**src/rtl/sfs_pkg.sv**
```systemverilog
package sfs_pkg;

    // Pipeline occupancy: 0 empty, 1 computing, 2 computing+waiting, 3 unloading
    typedef logic [1:0] sfs_fill_t;
    localparam sfs_fill_t FILL_FULL = 2'd3;

    typedef struct packed {
        logic rfd;
        logic edone;
        logic done;
        logic dv;
    } sfs_flags_t;

endpackage

```
**src/rtl/sfs_frame_counter.sv**
```systemverilog
module sfs_frame_counter #(
    parameter int LEN = 512
) (
    input  logic                       clk,
    input  logic                       rst_n,
    input  logic                       adv_i,
    output logic [$clog2(LEN)-1:0]     idx_o,
    output logic                       last_o,
    output logic                       penult_o
);
    localparam int IDX_W = $clog2(LEN);
    localparam logic [IDX_W-1:0] IDX_LAST   = IDX_W'(LEN - 1);
    localparam logic [IDX_W-1:0] IDX_PENULT = IDX_W'(LEN - 2);

    logic [IDX_W-1:0] idx_d, idx_q;

    // Power-of-two length: natural wrap of the adder closes the frame
    always_comb begin
        idx_d = idx_q;
        if (adv_i) idx_d = idx_q + IDX_W'(1);
    end

    always_ff @(posedge clk or negedge rst_n) begin
        if (!rst_n) idx_q <= '0;
        else        idx_q <= idx_d;
    end

    assign idx_o    = idx_q;
    assign last_o   = (idx_q == IDX_LAST);
    assign penult_o = (idx_q == IDX_PENULT);

endmodule

```
**src/rtl/sfs_stage_tracker.sv**
```systemverilog
module sfs_stage_tracker
    import sfs_pkg::*;
(
    input  logic clk,
    input  logic rst_n,
    input  logic frame_end_i,
    output logic computing_o,
    output logic unload_next_o
);
    sfs_fill_t fill_d, fill_q;

    // Each completed input frame pushes the pipeline one phase; saturates full
    always_comb begin
        fill_d = fill_q;
        if (frame_end_i && (fill_q != FILL_FULL)) fill_d = fill_q + 2'd1;
    end

    always_ff @(posedge clk or negedge rst_n) begin
        if (!rst_n) fill_q <= '0;
        else        fill_q <= fill_d;
    end

    assign computing_o   = (fill_q != '0);
    assign unload_next_o = (fill_d == FILL_FULL);

endmodule

```
**src/rtl/stream_fft_seq.sv**
```systemverilog
module stream_fft_seq
    import sfs_pkg::*;
#(
    parameter int LEN = 512
) (
    input  logic                   clk,
    input  logic                   rst_n,
    input  logic                   start_i,
    input  logic                   in_valid_i,
    output logic                   rfd_o,
    output logic                   busy_o,
    output logic                   edone_o,
    output logic                   done_o,
    output logic                   dv_o,
    output logic [$clog2(LEN)-1:0] in_idx_o,
    output logic [$clog2(LEN)-1:0] out_idx_o
);
    localparam int IDX_W = $clog2(LEN);

    sfs_flags_t       flg_d, flg_q;
    logic [IDX_W-1:0] oidx_d, oidx_q;

    logic             accept;
    logic [IDX_W-1:0] in_idx;
    logic             at_last, at_penult;
    logic             computing, unload_next;

    assign accept = flg_q.rfd & in_valid_i;

    sfs_frame_counter #(.LEN(LEN)) u_frame_cnt (
        .clk      (clk),
        .rst_n    (rst_n),
        .adv_i    (accept),
        .idx_o    (in_idx),
        .last_o   (at_last),
        .penult_o (at_penult)
    );

    sfs_stage_tracker u_stage (
        .clk           (clk),
        .rst_n         (rst_n),
        .frame_end_i   (accept & at_last),
        .computing_o   (computing),
        .unload_next_o (unload_next)
    );

    always_comb begin
        flg_d.rfd   = flg_q.rfd | start_i;
        flg_d.edone = accept & at_penult & computing;
        flg_d.done  = flg_q.edone;
        flg_d.dv    = accept & unload_next;
        // Result frame is aligned to the input frame: same position
        oidx_d      = flg_d.dv ? (in_idx + IDX_W'(1)) : '0;
    end

    always_ff @(posedge clk or negedge rst_n) begin
        if (!rst_n) begin
            flg_q  <= '0;
            oidx_q <= '0;
        end else begin
            flg_q  <= flg_d;
            oidx_q <= oidx_d;
        end
    end

    assign rfd_o     = flg_q.rfd;
    assign busy_o    = computing;
    assign edone_o   = flg_q.edone;
    assign done_o    = flg_q.done;
    assign dv_o      = flg_q.dv;
    assign in_idx_o  = in_idx;
    assign out_idx_o = oidx_q;

endmodule

```
**config.mk**
```make
export PLATFORM = sky130hd
export DESIGN_NAME = stream_fft_seq
export DESIGN_NICKNAME = d
export VERILOG_FILES = /design/src/rtl/sfs_pkg.sv /design/src/rtl/sfs_frame_counter.sv /design/src/rtl/sfs_stage_tracker.sv /design/src/rtl/stream_fft_seq.sv
export SDC_FILE = /design/constraint.sdc
export NUM_CORES = 1
export LEC_CHECK = 0
export ABC_AREA = 1
export CORE_MARGIN = 3
export CORE_UTILIZATION = 40
export DETAILED_ROUTE_END_ITERATION = 10
export DONT_BUFFER_PORTS = 1
export GPL_TIMING_DRIVEN = 1
export PLACE_DENSITY = 0.57
export SYNTH_ARGS = -nofsm -noshare
export SYNTH_HDL_FRONTEND = slang
export SYNTH_HIERARCHICAL = 1
export SYNTH_SLANG_ARGS = --single-unit
```
**constraint.sdc**
```tcl
create_clock -name clk -period 2.2 [get_ports clk]
set_input_delay 0.44 -clock clk [delete_from_list [all_inputs] [get_ports clk]]
set_output_delay 0.44 -clock clk [all_outputs]
set_load 0.05 [all_outputs]
```
# After elaboration in Yosys (flattened, before gate mapping)
# Index checks and enable logic that the tools add are counted.
[totals]
register_bits = 24
latchBits = 0
mem_bits_rw = 0
romBits = 0
in_bits = 4
output_inout_bits = 23
wordCells = 23
n_memories = 0
[op_classes]
addsub = 2
mul = 0
div_mod_pow = 0
magnitude_cmp = 0
eq_ne = 4
shifts = 0
n_mux = 2
n_bitwise = 6
reduce_logical = 2
[op_table]
columns = ["cell", "count"]
rows = [
  ["9-bit == test, second input constant", 2],
  ["9-bit by 1-bit adder with 9-bit output, second input constant", 1],
  ["9-bit two-way mux", 1],
  ["1-bit AND", 5],
  ["2-bit by 1-bit adder with 2-bit output, second input constant", 1],
  ["2-bit == test, second input constant", 1],
  ["2-bit two-way mux", 1],
  ["2-bit inequality test, second input constant", 1],
  ["2-bit nonzero test", 1],
  ["1-bit logical AND", 1],
  ["1-bit bitwise OR", 1],
]

# Depth between registers and ports, before layout
# Gate-level depths: netlist of the first run.
[logic_depth]
word_depth = 7
depth_mapped = 15

# Hierarchy
# The synthesis of the first run kept the hierarchy.
[modules_own_cells]
columns = ["mod", "instances", "cells_each", "area_per_inst_um2", "seq_area_each_um2"]
rows = [
  ["stream_fft_seq", 1, 66, 593.1, 325.3],
  ["sfs_frame_counter", 1, 48, 480.5, 225.2],
  ["sfs_stage_tracker", 1, 18, 132.6, 50.0],
]

# Worst setup path before layout of the first run
# Ideal clock, no wire load.
[synth_timing]
path_kind = "reg-to-reg"
startpoint = "register u_frame_cnt.idx_q[2], in the netlist u_frame_cnt/idx_o[2]"
endpoint = "register oidx_q[3], in the netlist out_idx_o[3]"
setup_time_ns = 0.078
arrival_ns = 2.190
setup_slack_ns = -0.068
stages_incl_launch_ff = 16
n_path_buf = 0
period_less_slack_ns = 2.268
path_cell_list = "dfrtp_1 -> nand2_1 -> inv_1 -> nand2_1 -> nor2_1 -> ha_1 -> inv_1 -> nor2_1 -> nand2_1 -> nand2_1 -> nand2_1 -> nor2_1 -> inv_2 -> nor2_8 -> o21ai_1 -> a21oi_1"
[synth_rtl]
columns = ["item", "line_no", "text"]
rows = [
  ["start: declaration", "sfs_frame_counter.sv:15", "logic [IDX_W-1:0] idx_d, idx_q;"],
  ["start signal: assignment", "sfs_frame_counter.sv:25", "else idx_q <= idx_d;"],
  ["end signal: assignment", "stream_fft_seq.sv:62", "oidx_q <= oidx_d;"],
  ["end: declaration", "stream_fft_seq.sv:21", "logic [IDX_W-1:0] oidx_d, oidx_q;"],
]

==> results.rst, run 1 <==
.. list-table::
   :header-rows: 1

   * - Metric
     - Value
   * - Detailed Route WL
     - 2210 um
   * - Max-cap check violation count
     - 0
   * - Fmax
     - 0.518 GHz
   * - Switching power total
     - 964 uW
   * - Largest net degree at the start of global routing
     - 25
   * - Number of distinct library cells after synthesis
     - 22
   * - Worst-path clk slew
     - 0.14 ns
   * - Number of antenna violations at the first check in global routing
     - 0
   * - Fraction of synthesized cell area in xor and xnor cells
     - 0.0571
   * - Num CTS Buffers
     - 3
   * - Die Footprint
     - 0.00371 sq mm
   * - Residual DRC count
     - 0
   * - Synthesized instance count
     - 132
   * - Run status
     - finished clean
   * - Slowest-stage cell, CP
     - dfrtp_2
   * - Count of inserted antenna diode cells
     - 0
   * - Cell-internal power
     - 980 uW
   * - Most frequently used cell type in the post-synthesis netlist
     - nand2_1
   * - Combinational family with the most area after synthesis
     - simple AND/OR/NAND/NOR gates
   * - CTS Root Buffer Type
     - clkbuf_4
   * - End of the worst hold path
     - rfd_o$_DFF_PN0_
   * - Top cells by count, synth
     - nand2_1, dfrtp_1, nor2_1
   * - Post-synth net total
     - 142
   * - Die height
     - 60.9 um
   * - Combinational group share of total power
     - 0.438
   * - Final core occ
     - 0.502
   * - Req. time, crit path
     - 2.45 ns
   * - Worst-Margin Slew
     - 0.472 ns
   * - Largest vdd supply drop
     - 0.603 mV
   * - Final hold slack
     - 0.226 ns
   * - Number of levels in the clock H-tree
     - 1
   * - Kind of cell with the highest combined delay on the critical path
     - simple AND/OR/NAND/NOR gates
   * - Type of the worst setup path
     - register to register
   * - Reported leakage power
     - 0.000707 uW
   * - Gr ovfl total
     - 0
   * - Fraction of registers with async set or reset after synthesis
     - 1.00
   * - Layout cells sized above 1
     - 0.277
   * - Reg2reg setup slack
     - 0.27 ns
   * - Number of enable-type register cells in the synthesized netlist
     - 0
   * - Sum of net half-perimeters after detailed placement
     - 1650 um
   * - Clk network pwr share
     - 0.164
   * - Clock sinks
     - 24
   * - Final total negative setup slack
     - 0 ns
   * - Post-Place Cells
     - 173
   * - RePlAce Congestion
     - 0.744
   * - IO buf count
     - 0
   * - Crit path arrival time
     - 2.18 ns
   * - I/O pins
     - 27
   * - Worst max-slew margin expressed relative to the limit
     - 0.686
   * - Final instance count without filler cells
     - 179
   * - Final count of hold timing violations
     - 0
   * - Final layout net count
     - 159
   * - Antenna-violating nets left
     - 0
   * - Die outline width
     - 60.9 um
   * - Max incr delay on CP
     - 0.39 ns
   * - Initial cell density of the core
     - 0.430
   * - # Post-CTS Setup Buffers
     - 0
   * - Router iterations before antenna repair
     - 4
   * - Iter 0 DRT Violations
     - 42
   * - Worst r2r src
     - u_frame_cnt/idx_o[0]$_DFFE_PN0P_
   * - Share of the synthesized area in the top cell type
     - 0.498
   * - Simple-gate portion of the synthesized area
     - 0.283
   * - Cell depth of the worst flop-to-flop path
     - 14
   * - Flip-flop cell with the highest count after synthesis
     - dfrtp_1
   * - Avg WL per Cell
     - 12.3 um
   * - Wire length of the first global-routing pass
     - 3710 um
   * - Flops & latches, synth
     - 24
   * - Area Growth Syn to Fin
     - 16.8%
   * - Fraction of power spent switching nets
     - 0.496
   * - Hold Path Origin
     - start_i
   * - Final setup violation count
     - 0
   * - Synthesized-area fraction occupied by ao, oa, aoi and oai cells
     - 0.0249
   * - Site Rows
     - 19
   * - Count of yosys warnings during synthesis
     - 6
   * - Number of buffer and inverter stages on the critical path
     - 2
   * - Post-Synth Adder-Cell Area
     - 0.0622
   * - R2R Path End
     - out_idx_o[2]$_DFF_PN0_
   * - Post-Synthesis Cell Area
     - 0.00121 sq mm
   * - TritonCTS clock tree
     - done
   * - Proportion of power drawn by flip-flops and latches
     - 0.398
   * - Core region area
     - 0.00281 sq mm
   * - Setup repair after global routing missed its margin
     - false
   * - Clock insertion delay at the later pin of the skew report
     - 0.31 ns
   * - Category of the worst setup path launch point
     - register
   * - Cells along the critical path
     - ha_1, nand2_1, nor2_1, ha_1, inv_1, nor2_1, nand2_1, nand2_1, nand2_1, nor2_1, inv_2, nor2_8, o21ai_1, nor2_1
   * - Global routing usage summed across all routing layers
     - 0.136
   * - Clock Skew
     - 0.00939 ns
   * - Number of buffers between clock root and the deepest sink
     - 2
   * - Shortest clock period the worst path allows after layout
     - 1.93 ns
   * - Via count of the first global-routing pass
     - 863
   * - Total vias in the final route
     - 851
   * - Number of cells traversed by the worst hold path
     - 1
   * - Fraction of the yosys area taken by sequential cells
     - 0.498
   * - Final slew viol count
     - 0
   * - Share of the clock period used by the worst path
     - 0.877
   * - Kind of end point of the critical path
     - register
   * - Min-Delay Path Class
     - input port to register
   * - Synth area leader
     - dfrtp_1
   * - Average cell area after synthesis
     - 9.14 sq um
   * - Biggest area contributors in the synthesized netlist
     - dfrtp_1, nand2_1, ha_1, nor2_1, inv_1
   * - Routed via count divided by cell count
     - 4.75
   * - PostCTS Resize Cnt
     - 0
   * - CP Max Fanout
     - 8
   * - Power density cells
     - 1380 mW/mm^2
   * - Multiplexer area fraction after synthesis
     - 0.00934
-- registers in the layout, indices dropped and copies added (netlist names) --
signal,flops
done_o,1
dv_o,1
edone_o,1
out_idx_o,9
rfd_o,1
u_frame_cnt/idx_o,9
u_stage/fill_q,2
-- timing repair --
item / in CTS / in global routing
endpoints found under the setup margin: 0 / 0
hold buffers: 2 / 0
endpoints found under the hold margin: 24 / 0
-- how the worst max path moves through the flow --
stage                                     startpoint                     end  slack (ns)  cells after the start
floorplan           u_frame_cnt/idx_o[6]$_DFFE_PN0P_  out_idx_o[3]$_DFF_PN0_        0.04                     15
global placement    u_frame_cnt/idx_o[6]$_DFFE_PN0P_  out_idx_o[3]$_DFF_PN0_        0.36                     15
detailed placement  u_frame_cnt/idx_o[3]$_DFFE_PN0P_  out_idx_o[3]$_DFF_PN0_        0.30                     15
CTS                 u_frame_cnt/idx_o[0]$_DFFE_PN0P_  out_idx_o[2]$_DFF_PN0_        0.26                     14
global route        u_frame_cnt/idx_o[0]$_DFFE_PN0P_  out_idx_o[3]$_DFF_PN0_        0.04                     14
finish              u_frame_cnt/idx_o[0]$_DFFE_PN0P_  out_idx_o[2]$_DFF_PN0_        0.27                     14
-- area by class of cell --
| type | instances | area (sq um) |
|---|---|---|
| fill | 261 | 1400 |
| clock buffer | 3 | 22.5 |
| sequential | 24 | 607 |
| multi-input combinational | 87 | 527 |
| timing repair buffer | 12 | 105 |
| tap | 31 | 38.8 |
| clock inverter | 1 | 30.0 |
| inverter | 21 | 78.8 |
-- layout by cell type, fill, tap and decap left out, drive strengths merged, types with 2 or more instances in the layout --
cell	instances
o21ai	2
clkbuf	3
xor2	4
nand3	8
inv	20
nand2	31
ha	6
dfrtp	24
a21oi	4
buf	11
xnor2	3
nor2	25
-- power groups by stage --
stage | sequential [uW] | clock [uW] | combinational (uW)
after floorplan | 1110 | 0 | 313
after global placement | 782 | 0 | 829
after detailed placement | 785 | 0 | 844
after CTS | 774 | 328 | 862
after global routing | 791 | 351 | 929
final | 773 | 319 | 852
-- kinds of logic after synthesis --
kind of cell | after synthesis
flops | 24
fa+ha+maj | 6
buf+inv | 21
mux | 1
compound gates | 6
simple gates | 67
xor+xnor | 7
-- routing by layer --
| layer | routed length [um] | GRT usage |
|---|---|---|
| met1 | 1020 | 0.176 |
| met2 | 1060 | 0.218 |
| met3 | 120 | 0.0362 |
| met4 | 14 | 0.0495 |
| met5 | 0 | 0 |
-- worst register-to-register path, delay by kind of cell (launching register included) --
kind / cells / cell delay, ns
and+or+nand+nor: 9 / 0.95
AOI/OAI and AO/OA: 1 / 0.09
buffers and inverters: 2 / 0.11
DFF: 1 / 0.39
adders and majority gates: 2 / 0.33
-- through the flow --
stage,area (sq um),power (uW),setup WS [ns]
after floorplan,1210,1420,0.0407
after global placement,1330,1610,0.365
after detailed placement,1330,1630,0.299
after CTS,1410,1960,0.260
after global routing,1410,2070,0.0425
final,1410,1940,0.271
Power figures use the tool's default switching activity.
==> run 2: changes to the inputs <==
--- a/config.mk
+++ b/config.mk
@@ -5,12 +5,11 @@
 export SDC_FILE = /design/constraint.sdc
 export NUM_CORES = 1
 export LEC_CHECK = 0
-export ABC_AREA = 1
 export CORE_MARGIN = 3
 export CORE_UTILIZATION = 40
 export DETAILED_ROUTE_END_ITERATION = 10
 export DONT_BUFFER_PORTS = 1
-export GPL_TIMING_DRIVEN = 1
+export MAX_ROUTING_LAYER = met4
 export PLACE_DENSITY = 0.57
 export SYNTH_ARGS = -nofsm -noshare
 export SYNTH_HDL_FRONTEND = slang
==> run 2 against run 1 <==
Combinational power fell by 15%; die area fell by 9.6%; global-route usage rose by 0.41 points; first-iteration DRC count fell by 67%; area after synthesis fell by 11%; via count fell by 15%; clock-buffer cell count rose by 1; cell count fell by 22%; design area fell by 13%; total power fell by 13%.
==> results.rst, run 2 <==
.. list-table::
   :header-rows: 1

   * - Metric
     - Value
   * - Worst-path clk slew
     - 0.13 ns
   * - Flops & latches, synth
     - 24
   * - Category of the worst setup path launch point
     - register
   * - Die height
     - 57.9 um
   * - Kind of end point of the critical path
     - register
   * - Number of buffers between clock root and the deepest sink
     - 2
   * - Fraction of power spent switching nets
     - 0.503
   * - Total vias in the final route
     - 722
   * - Die Footprint
     - 0.00336 sq mm
   * - Number of levels in the clock H-tree
     - 1
   * - Met3 global-route usage
     - 0.0290
   * - RePlAce Congestion
     - 0.810
   * - Clk network pwr share
     - 0.117
   * - Cell-internal power
     - 841 uW
   * - Flip-flop cell with the highest count after synthesis
     - dfrtp_1
   * - Site Rows
     - 18
   * - Iter 0 DRT Violations
     - 14
   * - Power density cells
     - 1380 mW/mm^2
   * - Sum of net half-perimeters after detailed placement
     - 1480 um
   * - CP Max Fanout
     - 9
   * - Final count of hold timing violations
     - 0
   * - Number of antenna violations at the first check in global routing
     - 0
   * - Number of buffer and inverter stages on the critical path
     - 1
   * - Router iterations before antenna repair
     - 3
   * - Gr ovfl total
     - 0
   * - Post-Synthesis Cell Area
     - 0.00108 sq mm
   * - Clock Skew
     - 0.00663 ns
   * - Fmax
     - 0.504 GHz
   * - Crit path arrival time
     - 2.19 ns
   * - Final setup violation count
     - 0
   * - Top cells by count, synth
     - dfrtp_1, xnor2_1, ha_1, nand2_1
   * - Slowest-stage cell, CP
     - dfrtp_2
   * - Max-cap check violation count
     - 0
   * - GR Util met2
     - 0.210
   * - Setup repair after global routing missed its margin
     - false
   * - Shortest clock period the worst path allows after layout
     - 1.98 ns
   * - Most frequent standard cell in the layout excluding fill and tap cells
     - dfrtp_1
   * - Count of inserted antenna diode cells
     - 0
   * - CTS Root Buffer Type
     - clkbuf_4
   * - Routed via count divided by cell count
     - 5.19
   * - Synthesized instance count
     - 95
   * - Final slew viol count
     - 0
   * - Number of enable-type register cells in the synthesized netlist
     - 0
   * - IO buf count
     - 0
   * - Min-Delay Path Class
     - input port to register
   * - Reported leakage power
     - 0.000570 uW
   * - Fraction of registers with async set or reset after synthesis
     - 1.00
   * - Detailed Route WL
     - 2030 um
   * - Biggest area contributors in the synthesized netlist
     - dfrtp_1, ha_1, xnor2_1, and3_1, xor2_1
   * - Wire length of the first global-routing pass
     - 3550 um
   * - Max incr delay on CP
     - 0.42 ns
   * - Number of distinct library cells after synthesis
     - 22
   * - Via count of the first global-routing pass
     - 759
   * - Clock insertion delay at the later pin of the skew report
     - 0.31 ns
   * - Num CTS Buffers
     - 3
   * - Type of the worst setup path
     - register to register
   * - Avg WL per Cell
     - 14.6 um
   * - Residual DRC count
     - 0
   * - Most frequent cells in the layout
     - dfrtp_1, buf_4, xnor2_1
   * - Switching power total
     - 852 uW
   * - Largest net degree at the start of global routing
     - 25
   * - Die outline width
     - 57.9 um
   * - Synth area leader
     - dfrtp_1
   * - Req. time, crit path
     - 2.41 ns
   * - Run status
     - finished clean
   * - Share of the synthesized area in the top cell type
     - 0.557
   * - Kind of cell with the highest combined delay on the critical path
     - simple AND/OR/NAND/NOR gates
   * - Final layout net count
     - 120
   * - TritonCTS clock tree
     - done
   * - Average cell area after synthesis
     - 11.4 sq um
   * - Met1 capacity usage during global routing
     - 0.191
   * - Share of the clock period used by the worst path
     - 0.901
   * - Worst-Margin Slew
     - 1.05 ns
   * - Routing layer with the top usage in global route
     - met2
   * - Area Growth Syn to Fin
     - 13.8%
   * - Non-Filler Cell Area, Final
     - 0.00123 sq mm
   * - I/O pins
     - 27
   * - Proportion of power drawn by flip-flops and latches
     - 0.455
   * - Antenna-violating nets left
     - 0
   * - Cells along the critical path
     - and4_1, and3_1, and2_1, ha_1, and3_1, nand3b_1, o22ai_2, nand2_2, inv_1, and2_1
   * - Clock sinks
     - 24
   * - Post-synth net total
     - 105
   * - Count of yosys warnings during synthesis
     - 6
   * - Filler cell count in the final layout
     - 257
   * - Core region area
     - 0.00252 sq mm
   * - Initial cell density of the core
     - 0.428
   * - Largest vdd supply drop
     - 0.875 mV
   * - Instance area at placement
     - 0.00119 sq mm
   * - Most frequently used cell type in the post-synthesis netlist
     - dfrtp_1
   * - Layout cells sized above 1
     - 0.211
   * - Total chip power
     - 1690 uW
   * - Combinational group share of total power
     - 0.428
   * - # Post-CTS Setup Buffers
     - 0
   * - Worst max-slew margin expressed relative to the limit
     - 0.299
   * - Final total negative setup slack
     - 0 ns
   * - Global routing usage summed across all routing layers
     - 0.140
   * - Fraction of the yosys area taken by sequential cells
     - 0.557
-- run 2: cell count changes after synthesis, sizes merged, moves of 2 or more --
cell	delta
nand3	-2
nor2	-20
nand4	+2
or3	+4
and3	+5
o21ai	+3
nand2	-25
xnor2	+5
and2	+3
inv	-15
-- run 2: worst paths after layout --
| path | startpoint | end | slack, ns | cells past startpoint |
|---|---|---|---|---|
| min | start_i | rfd_o$_DFF_PN0_ | 0.24 | 1 |
| min in group asynchronous | rst_n | out_idx_o[5]$_DFF_PN0_ | 0.75 | 1 |
| max | u_frame_cnt/idx_o[5]$_DFFE_PN0P_ | out_idx_o[1]$_DFF_PN0_ | 0.22 | 10 |
| max in group asynchronous | rst_n | u_frame_cnt/idx_o[2]$_DFFE_PN0P_ | 0.76 | 1 |
| min reg2reg | u_frame_cnt/idx_o[8]$_DFFE_PN0P_ | u_frame_cnt/idx_o[8]$_DFFE_PN0P_ | 0.65 | 2 |
| max reg2reg | u_frame_cnt/idx_o[5]$_DFFE_PN0P_ | out_idx_o[1]$_DFF_PN0_ | 0.22 | 10 |
-- run 2: per-stage QoR --
step	hold slack, ns	setup slack [ns]	utilization	cells
global route	0.219	0.0830	0.487	139
CTS	0.235	0.122	0.486	139
detailed placement	0.145	0.158	0.471	134
finish	0.237	0.217	0.487	139
floorplan	0.144	0.0515	-	95
global placement	0.145	0.209	0.471	134
-- run 2: cell families (layout without fill, tap and decap cells) --
family | after synthesis | count (layout) | share of synthesized area
buffers and inverters | 6 | 20 | 0.0244
AOI/OAI and AO/OA | 11 | 11 | 0.0580
muxes | 1 | 1 | 0.0104
DFF | 24 | 24 | 0.557
and+or+nand+nor | 36 | 36 | 0.191
adders and majority gates | 6 | 6 | 0.0696
xor gates and xnor gates | 11 | 11 | 0.0893
-- run 2: layout make-up --
class                           count  area, sq um  share of cell area
Clock buffer                        4         26.3              0.0214
Inverter                            5         18.8              0.0153
Multi-Input combinational cell     65          454               0.370
Sequential cell                    24          606               0.493
Tap cell                           30         37.5              0.0306
Timing Repair Buffer               11         85.1              0.0693
-- run 2: power by group through the flow --
stage / sequential [uW] / clock, uW / combinational [uW]
after floorplan: 1100 / 0 / 217
after CTS: 774 / 203 / 732
final: 771 / 198 / 724
after global routing: 786 / 221 / 798
after global placement: 782 / 0 / 719
after detailed placement: 784 / 0 / 718
-- run 2: timing repair --
| action | 4_1_cts | 5_1_grt |
|---|---|---|
| hold buffers | 1 | 0 |
| endpoints found under the hold margin | 24 | 0 |
| gates resized for setup | 0 | 1 |
| setup endpoints to repair | 0 | 1 |
-- run 2: layer usage --
| layer | up-vias | wire, um |
|---|---|---|
| li1 | 349 | - |
| met1 | 353 | 969 |
| met2 | 18 | 953 |
| met3 | 2 | 90 |
| met4 | 0 | 15 |
| met5 | - | 0 |
